$ cat config.mk
export PLATFORM = sky130hd
export DESIGN_NAME = edo_dram_ctrl
export DESIGN_NICKNAME = d
export VERILOG_FILES = /design/src/rtl/edo_dram_ctrl.sv
export SDC_FILE = /design/constraint.sdc
export NUM_CORES = 1
export LEC_CHECK = 0
export CORE_MARGIN = 1
export CORE_UTILIZATION = 40
export CTS_CLUSTER_DIAMETER = 100
export DETAILED_ROUTE_END_ITERATION = 6
export GPL_ROUTABILITY_DRIVEN = 0
export PLACE_DENSITY = 0.69
export SLEW_MARGIN = 10
export SYNTH_ARGS = -nofsm -noshare
export SYNTH_HDL_FRONTEND = slang
export SYNTH_SLANG_ARGS = --single-unit
$ cat constraint.sdc
create_clock -name clk -period 5 [get_ports clk]
set_clock_uncertainty 0.15 [all_clocks]
set_input_delay 1.5 -clock clk [delete_from_list [all_inputs] [get_ports clk]]
set_output_delay 1.5 -clock clk [all_outputs]
set_load 0.01 [all_outputs]
$ cat src/rtl/edo_dram_ctrl.sv
module edo_dram_ctrl #(
  parameter int ROW_W        = 10,
  parameter int COL_W        = 10,
  parameter int DATA_W       = 16,
  parameter int T_RP         = 2,
  parameter int T_RCD        = 2,
  parameter int T_CAS        = 2,
  parameter int T_CSR        = 1,
  parameter int T_RAS_REF    = 3,
  parameter int RD_LAT       = 2,
  parameter int REF_INTERVAL = 3120,
  parameter int CNT_W        = 8
) (
  input  logic                      clk,
  input  logic                      rst_n,
  input  logic                      req_valid,
  output logic                      req_ready,
  input  logic                      req_we,
  input  logic [ROW_W+COL_W-1:0]    req_addr,
  input  logic [DATA_W/8-1:0]       req_be,
  input  logic [DATA_W-1:0]         req_wdata,
  output logic [DATA_W-1:0]         rdata,
  output logic                      rdata_valid,
  output logic [ROW_W-1:0]          dram_a,
  output logic                      dram_ras_n,
  output logic [DATA_W/8-1:0]       dram_cas_n,
  output logic                      dram_we_n,
  output logic                      dram_oe_n,
  output logic [DATA_W-1:0]         dram_dq_out,
  output logic                      dram_dq_oe,
  input  logic [DATA_W-1:0]         dram_dq_in
);
  timeunit 1ns;
  timeprecision 100ps;

  localparam int LANES = DATA_W / 8;
  localparam int REF_W = $clog2(REF_INTERVAL);

  typedef enum logic [2:0] {
    S_IDLE, S_ROW, S_COL, S_CAS, S_PAGE, S_PRE, S_REFC, S_REFR
  } st_t;

  st_t                st, nxt;
  logic [CNT_W-1:0]   cnt;
  logic [REF_W-1:0]   ref_cnt;
  logic               ref_pend;
  logic [ROW_W-1:0]   open_row;
  logic [COL_W-1:0]   col_q;
  logic               we_q;
  logic [LANES-1:0]   be_q;
  logic [DATA_W-1:0]  wdata_q;
  logic [DATA_W-1:0]  lane_mask;

  wire [ROW_W-1:0] req_row  = req_addr[ROW_W+COL_W-1:COL_W];
  wire             page_hit = (st == S_PAGE) && (req_row == open_row);
  wire             accept   = req_valid && req_ready;
  wire             rd_smp   = (st == S_CAS) && !we_q && (cnt == CNT_W'(RD_LAT - 1));
  wire             ref_tick = (ref_cnt == REF_W'(REF_INTERVAL - 1));

  assign req_ready = !ref_pend && ((st == S_IDLE) || page_hit);

  always_comb begin
    nxt = st;
    unique case (st)
      S_IDLE: if (ref_pend) nxt = S_REFC; else if (accept) nxt = S_ROW;
      S_ROW:  if (cnt == CNT_W'(T_RCD - 1)) nxt = S_COL;
      S_COL:  nxt = S_CAS;
      S_CAS:  if (cnt == CNT_W'(T_CAS - 1)) nxt = S_PAGE;
      S_PAGE: if (ref_pend || (req_valid && !accept)) nxt = S_PRE;
              else if (accept) nxt = S_COL;
      S_PRE:  if (cnt == CNT_W'(T_RP - 1)) nxt = S_IDLE;
      S_REFC: if (cnt == CNT_W'(T_CSR - 1)) nxt = S_REFR;
      S_REFR: if (cnt == CNT_W'(T_RAS_REF - 1)) nxt = S_PRE;
      default: nxt = S_IDLE;
    endcase
  end

  always_comb
    for (int i = 0; i < LANES; i++) lane_mask[8*i +: 8] = {8{be_q[i]}};

  always_ff @(posedge clk or negedge rst_n) begin
    if (!rst_n) begin
      st          <= S_IDLE;
      cnt         <= '0;
      ref_cnt     <= '0;
      ref_pend    <= 1'b0;
      open_row    <= '0;
      col_q       <= '0;
      we_q        <= 1'b0;
      be_q        <= '0;
      wdata_q     <= '0;
      rdata       <= '0;
      rdata_valid <= 1'b0;
    end else begin
      st  <= nxt;
      cnt <= (nxt != st) ? '0 : cnt + CNT_W'(1);
      ref_cnt <= ref_tick ? '0 : ref_cnt + REF_W'(1);
      if (nxt == S_REFC && st != S_REFC) ref_pend <= 1'b0;
      if (ref_tick) ref_pend <= 1'b1;
      rdata_valid <= rd_smp;
      if (rd_smp) rdata <= dram_dq_in & lane_mask;
      if (accept) begin
        open_row <= req_row;
        col_q    <= req_addr[COL_W-1:0];
        we_q     <= req_we;
        be_q     <= (req_be == '0) ? '1 : req_be;
        wdata_q  <= req_wdata;
      end
    end
  end

  assign dram_ras_n  = !(st inside {S_ROW, S_COL, S_CAS, S_PAGE, S_REFR});
  assign dram_cas_n  = (st == S_CAS) ? ~be_q :
                       (st == S_REFC || st == S_REFR) ? '0 : '1;
  assign dram_we_n   = !(we_q && (st == S_COL || st == S_CAS));
  assign dram_oe_n   = !(!we_q && st == S_CAS);
  assign dram_dq_oe  = we_q && (st == S_COL || st == S_CAS);
  assign dram_dq_out = wdata_q;
  assign dram_a      = (st == S_COL || st == S_CAS) ? ROW_W'(col_q) : open_row;

endmodule

**Yosys cells after proc, flatten, opt, wreduce, memory -nomap -nowiden**

Index checks and enable logic that the tools add are counted.
W data, S select, Z words.

- Register bits after elaboration: 80
- Latch bits: 0
- RAM bits: 0
- ROM bits: 0
- Bits of input ports: 58
- Output and inout port bits: 50
- Memories: 0

- Add/sub/neg operators: 2
- $mul: 0
- Divide/modulo/power cells: 0
- $lt $le $gt $ge: 0
- Eq/ne operators: 14
- Shift operators: 0
- Multiplexer cells: 18
- Bitwise logic cells: 2
- Reduce and logical (&&, ||, !) cells: 23

Operators by type and width:

| cell | count |
|---|---|
| $mux W3 | 9 |
| $pmux W3 S8 | 1 |
| $and A16 B16 Y16 | 1 |
| $eq A3 B3 Y1 const B | 5 |
| $add A12 B1 Y12 const B | 1 |
| $eq A12 B12 Y1 const B | 1 |
| $mux W12 | 1 |
| $eq A10 B10 Y1 | 1 |
| $mux W10 | 1 |
| $add A8 B1 Y8 const B | 1 |
| $eq A8 B1 Y1 const B | 1 |
| $eq A8 B2 Y1 const B | 1 |
| $logic_and A1 B1 Y1 | 8 |
| $logic_not A8 Y1 | 1 |
| $mux W8 | 1 |
| $eq A3 B2 Y1 const B | 2 |
| $logic_not A1 Y1 | 6 |
| $mux W2 | 3 |
| $reduce_bool A5 Y1 | 1 |
| $logic_or A1 B1 Y1 | 4 |
| $eq A3 B1 Y1 const B | 1 |
| $logic_not A3 Y1 | 1 |
| $ne A3 B3 Y1 | 1 |
| $ne A3 B3 Y1 const B | 1 |
| other kinds (4) | 5 |

**Logic depth before layout (Yosys ltp)**

Gate-level depths: netlist of run 1.

- Word-level depth: 14
- Gate-level depth with buffers: 8
- Depth with buffers taken out: 8

**Worst setup path after synthesis of run 1**

OpenSTA, ideal clock, no wires.

- Kind: input -> output
- Start: input req_addr[18]
- End: output req_ready
- Arrival: 2.563 ns
- Slack: 0.787 ns
- Stages on the path: 4
- Path buffers: 0
- Cell sequence: xor2_1 or4_4 nor3_4 or2_2

- Longest elaborated chain between the ends: 4

RTL lines:

| what | RTL line | text |
|---|---|---|
| start, declared | 19 | `input logic [ROW_W+COL_W-1:0] req_addr,` |
| $eq A10 B10 Y1 | 55 | `wire page_hit = (st == S_PAGE) && (req_row == open_row);` |
| $logic_and A1 B1 Y1 | 55 |  |
| $logic_or A1 B1 Y1 | 60 | `assign req_ready = !ref_pend && ((st == S_IDLE) \|\| page_hit);` |
| $logic_and A1 B1 Y1 | 60 |  |
| end, declared | 17 | `output logic req_ready,` |

Every way passes these cells.

**Worst setup path in the final report of run 1**

Same ends and word-level chain as after synthesis.

==> metrics, run 1 <==
Die Ht=101 µm; CTS Root Cell=clkbuf_8; initial antenna violation count=0; I/O Pins=between 100 and 150; CTS tree=done; leakage=approximately 2.4 nW; ant diodes=0; Top Family by Delay on Critical Path=simple AND/OR/NAND/NOR gates; Final Hold Fails=0; vias=2806; #FFs+latches synth=80; relative slew slack=0.345; top cells by area, synth=dfrtp_1 51%, mux2_4 13%, nand2_1 5.1%; CP Launch Type=input pin; Fillers=approximately 800; Rows=35; Mapped Area=3900 µm²; FF/Latch Area=2000 µm²; Via density=roughly 5; Worst Path Buf+Inv=2; final net count=507; Async SR Flop Fraction=1.00; VDD IR max=0.293 mV; syn avg cell area=11.5 µm²; first drt pass iteration count=4; Post-route DRC=0; total track usage=0.168; RSZ-0062 raised after global routing=no; Max Fanout on Critical Path=2; area of the multi-input gates=1780 µm²; top-area cell type share of the netlist area=0.514; Worst Path Required=3350 ps; CP Depth=6; fin util=0.566; Setup crit end=req_ready; CTS Buf Count=9; Synth area leader=dfrtp_1; final period demand of the worst path=between 4000 and 5000 ps; number of buffers added on ports=107; R2R Setup Slk=2020 ps; Cells after Synth=338; Post-synth EDFFs=0; run status=completed; vias in the first global route=2825; critical path data arrival time=3170 ps; achievable frequency=roughly 210 MHz; Place WS=-86.0 ps; sequential fraction of the synthesis area=0.514; Num Clock Sinks=80; largest net degree at the start of global routing=between 80 and 90; Final period util=0.965; Post-synth top cells=80 x dfrtp_1, 53 x nand2_1, 35 x mux2_4, 22 x nor2_1, 21 x o21ai_0; clock latency on the worst-skew pair=350 ps; Die W=approximately 100 µm; worst-case clock buffer depth=2; FF-to-FF Start=st[0]$_DFF_PN0_; cells on worst reg2reg path=7; clock-pin transition on the worst setup and hold timing paths=approximately 80 ps; R2R Path End=col_q[0]$_DFFE_PN0P_; Syn Nets=401; Detailed Place HPWL=5560 µm; Detailed Route WL=7990 µm; Layout Cells excl Fill=576; hold_buf cts=0; Routed Antenna Nets=0; Worst-Margin Slew=983 ps; Max Cap Violations=0; ys flop type=dfrtp_1; setup slack after layout=between 150 and 200 ps; first-pass GRT wire length=between 10000 and 15000 µm; top-count cell post-synth=dfrtp_1; Worst Setup Path Type=in2out; # setup viols final=0; layout cells sized above 1=0.166; Setup crit end kind=output pin; Worst Hold Class=reg2reg; total power draw=0.00306 W; Core ar.=a little over 9000 µm²; die area=10100 µm²; Synthesis Warnings=0; H-tree level count=3; grt total ovfl=0; initial DRC count=119; Starting Density=0.418; Slowest cell on crit path=or4_4; placed cell count=562; area delta synth->final=35.5%; Critical Path Start=req_addr[18]; critical-path cell list=clkdlybuf4s50_1 > xor2_1 > or4_4 > nor3_4 > or2_2 > dlygate4sd2_1; Yosys cell types=42; Pins Over Slew Limit=0; Cell Pwr Density=about 580 nW/µm²; Worst path max stage delay=530 ps; routed len/inst=13.9 µm
-- routing by layer --
layer	wire length, µm	track usage	vias to the layer above
li1	-	-	1358
met1	3820	0.230	1330
met2	3400	0.251	107
met3	663	0.0499	11
met4	104	0.0669	0
met5	0	0	-
-- sequential cells by signal (all words and copies together), names as in the netlist --
name / flops
rdata: 16
we_q: 1
be_q: 2
cnt: 8
ref_pend: 1
rdata_valid: 1
ref_cnt: 12
col_q: 10
open_row: 10
st: 3
dram_dq_out: 16
-- placed cells by master, fill, tap and decap left out, types with 4 or more instances in the layout --
| cell type | Yosys | layout |
|---|---|---|
| clkbuf_8 | 0 | 9 |
| ha_1 | 5 | 5 |
| mux2_4 | 35 | 35 |
| clkdlybuf4s50_1 | 0 | 105 |
| and3_1 | 6 | 6 |
| nand2_1 | 53 | 53 |
| nand3_1 | 14 | 14 |
| nor2_1 | 22 | 22 |
| dfrtp_1 | 80 | 80 |
| xor2_1 | 13 | 13 |
| xnor2_1 | 13 | 13 |
| inv_1 | 5 | 5 |
| o21ai_0 | 21 | 21 |
| nor2b_1 | 4 | 4 |
| buf_4 | 0 | 4 |
| mux2_2 | 12 | 12 |
-- what timing repair did --
action,4_1_cts,5_1_grt
gates resized for setup,1,0
setup endpoints to repair,1,0
buffers inserted,0,0
-- kinds of logic (layout without fill, tap and decap cells) --
kind of cell | count (synthesis) | after routing | synth area share
fa+ha+maj | 5 | 5 | 0.0161
compound gates | 35 | 35 | 0.0607
xor+xnor | 26 | 26 | 0.0584
mux | 47 | 47 | 0.170
simple gates | 124 | 124 | 0.153
flops | 80 | 80 | 0.514
buf+inv | 21 | 130 | 0.0286
-- report_power, final --
group          internal, W  leakage, nW  switching, W
logic             0.000879         1.36      0.000559
registers         0.000899        0.975      0.000211
clock network     0.000277        0.102      0.000234
total              0.00205         2.44       0.00100
-- through the flow --
stage,hold WS (ps),setup TNS [ps],instance area (µm²)
5_1_grt,336,0,5280
6_report,315,0,5280
4_1_cts,315,0,5280
3_3_place_gp,288,-45.6,5080
3_5_place_dp,304,-86.0,5080
2_1_floorplan,274,0,3900
-- layout make-up --
cell class	count	area share
clock buffers	9	0.0235
clock inverters	5	0.0154
inverters	5	0.00355
multi-input cells	237	0.338
flip-flops and latches	80	0.379
well taps	129	0.0306
repair buffers	111	0.210
-- worst min-delay path by stage --
stage               slack [ps]  cells after the start            startpoint                    to
floorplan                  270                      1  ref_cnt[0]$_DFF_PN0_  ref_cnt[0]$_DFF_PN0_
global placement           290                      1  ref_cnt[0]$_DFF_PN0_  ref_cnt[0]$_DFF_PN0_
detailed placement         300                      1  ref_cnt[0]$_DFF_PN0_  ref_cnt[0]$_DFF_PN0_
CTS                        310                      1  ref_cnt[0]$_DFF_PN0_  ref_cnt[0]$_DFF_PN0_
global route               340                      1  ref_cnt[0]$_DFF_PN0_  ref_cnt[0]$_DFF_PN0_
finish                     310                      1  ref_cnt[0]$_DFF_PN0_  ref_cnt[0]$_DFF_PN0_
No activity file was read; power rests on OpenSTA's default activity.
==> run 2, diff against run 1 <==
- clock period: 5 -> 6.1 ns (I/O delays scaled with it)
==> run 2 against run 1 <==
Compared with the run above:
- die area unchanged
- critical path depth unchanged
- combinational power decreased by 19%
- via count decreased by 0.61%
- first-iteration DRC count increased by 4.2%
- hold slack got worse by 6.0 ps
- global-route usage decreased by 0.13 points
- power decreased by 18%
- highest routed layer unchanged
==> metrics, run 2 (synthesized netlist as in run 1, its figures left out) <==
Die Ht=101 µm (unchanged); CP Launch Type=input pin; hold_buf cts=0 (unchanged); Int Power=0.00168 W (-18%); VDD IR max=0.253 mV (-14%); Pins Over Slew Limit=0 (unchanged); Worst-Margin Slew=1070 ps (+83.9 ps); vias=2789 (-0.61%); I/O Pins=108 (unchanged); grt total ovfl=0 (unchanged); Routed Antenna Nets=0 (unchanged); Detailed Route WL=7950 µm (-0.53%); CTS tree=done; Sw Pwr=0.000824 W (-18%); H-tree level count=3 (unchanged); initial DRC count=124 (+4.2%); most common cell after layout, fill and taps aside=clkdlybuf4s50_1; CTS Root Cell=clkbuf_8; Core ar.=9330 µm² (unchanged); Rows=35 (unchanged); final net count=505 (-0.39%); Detailed Place HPWL=5620 µm (+1.0%); CTS Buf Count=9 (unchanged); post-CTS setup buffers=0 (unchanged); Max Fanout on Critical Path=2 (unchanged); Post-Route Setup TNS=0 ps (unchanged); total power draw=0.00250 W (-18%); Worst Setup Path Type=in2out; Setup crit end kind=output pin; Gate power share=0.463 (-0.007); leakage=2.42 nW (-0.75%); Starting Density=0.418 (unchanged); clock-pin transition on the worst setup and hold timing paths=80 ps (about the same); critical path data arrival time=3780 ps (+610 ps); Max Cap Violations=0 (unchanged); # setup viols final=0 (unchanged); placed cell count=560 (-0.36%); relative slew slack=0.287 (-0.0574); Final Hold Fails=0 (unchanged); fin util=0.564 (-0.00201); final period demand of the worst path=5760 ps; die area=10100 µm² (unchanged); ant diodes=0 (unchanged); Worst Path Required=4120 ps (+770 ps); vias in the first global route=2779 (-1.6%); worst-case clock buffer depth=2 (unchanged); number of buffers added on ports=107 (unchanged); worst hold slack=309 ps (-5.96 ps); Worst Hold Class=reg2reg; Reg power frac=0.370 (+0.007); RSZ-0062 raised after global routing=no; Die W=101 µm (unchanged); clock network power share=0.168 (about the same); routed len/inst=13.8 µm (-0.53%); cts repair resizes=0 (-1); Cell Pwr Density=476 nW/µm² (-18%); clock latency on the worst-skew pair=350 ps (about the same); achievable frequency=174 MHz; Layout Cells excl Fill=576 (unchanged); Final period util=0.945; first-pass GRT wire length=13100 µm (-2.3%); Post-route DRC=0 (unchanged); first drt pass iteration count=4 (unchanged); run status=completed; area delta synth->final=35.0%; largest net degree at the start of global routing=81 (unchanged); Num Clock Sinks=80 (unchanged); most frequent cells in the layout=106 x clkdlybuf4s50_1, 80 x dfrtp_1, 53 x nand2_1, 35 x mux2_4, 22 x nor2_1; Fillers=839 (+2.8%); Via density=4.84 (-0.61%); layout cells sized above 1=0.161 (-0.00447); initial antenna violation count=0 (unchanged); switching share of total power=0.329 (+0.000625); total track usage=0.167 (-0.00133)
run 2: critical path, stage by stage:
cell and delay [ps]:
clkdlybuf4s50_1 440, xor2_1 170, or4_4 530, nor3_4 150, or2_2 140, clkdlybuf4s50_1 530
run 2: layout make-up:
| class | count | area [µm²] | area share |
|---|---|---|---|
| Inverter | 5 | 18.8 | 0.00357 |
| Clock buffer | 11 | 131 | 0.0250 |
| Tap cell | 129 | 161 | 0.0307 |
| Multi-Input combinational cell | 237 | 1780 | 0.339 |
| Sequential cell | 80 | 2000 | 0.380 |
| Clock inverter | 5 | 81.3 | 0.0155 |
| Timing Repair Buffer | 109 | 1080 | 0.206 |
run 2: power by group through the flow:
stage	logic [W]	registers, W	clock network (W)
floorplan	0.000683	0.000904	0
finish	0.00116	0.000925	0.000420
global route	0.00126	0.000958	0.000456
global placement	0.00115	0.000922	0
CTS	0.00117	0.000924	0.000438
detailed placement	0.00117	0.000931	0
run 2: through the flow:
| stage | worst slack [ps] | instance area, µm² |
|---|---|---|
| 6_report | 338 | 5260 |
| 3_5_place_dp | 336 | 5050 |
| 3_3_place_gp | 398 | 5050 |
| 2_1_floorplan | 1230 | 3900 |
| 4_1_cts | 328 | 5260 |
| 5_1_grt | 256 | 5260 |
run 2: worst paths after layout:
kind                       slack [ps]  depth (start not counted)                  from                          end
setup / recovery                  340                          6          req_addr[18]                    req_ready
hold / removal                    310                          1  ref_cnt[0]$_DFF_PN0_         ref_cnt[0]$_DFF_PN0_
setup reg to reg                 3010                          7       st[0]$_DFF_PN0_         col_q[5]$_DFFE_PN0P_
hold reg to reg                   310                          1  ref_cnt[0]$_DFF_PN0_         ref_cnt[0]$_DFF_PN0_
max in group asynchronous        3680                          1                 rst_n         col_q[8]$_DFFE_PN0P_
min in group asynchronous        1490                          1                 rst_n  dram_dq_out[10]$_DFFE_PN0P_
run 2: per-layer routing:
metal	track usage	wire, µm	part of all wire	up-vias
met2	0.247	3400	0.43	102
li1	-	-	-	1354
met3	0.0562	672	0.085	11
met1	0.223	3750	0.47	1322
met4	0.0736	127	0.016	0
met5	0	0	0	-
==> run 3, diff against run 2 <==
- CTS_CLUSTER_DIAMETER: 100 -> not set
==> results of run 3 <==
The final DEF is identical to that of run 2; final timing and power are the same.
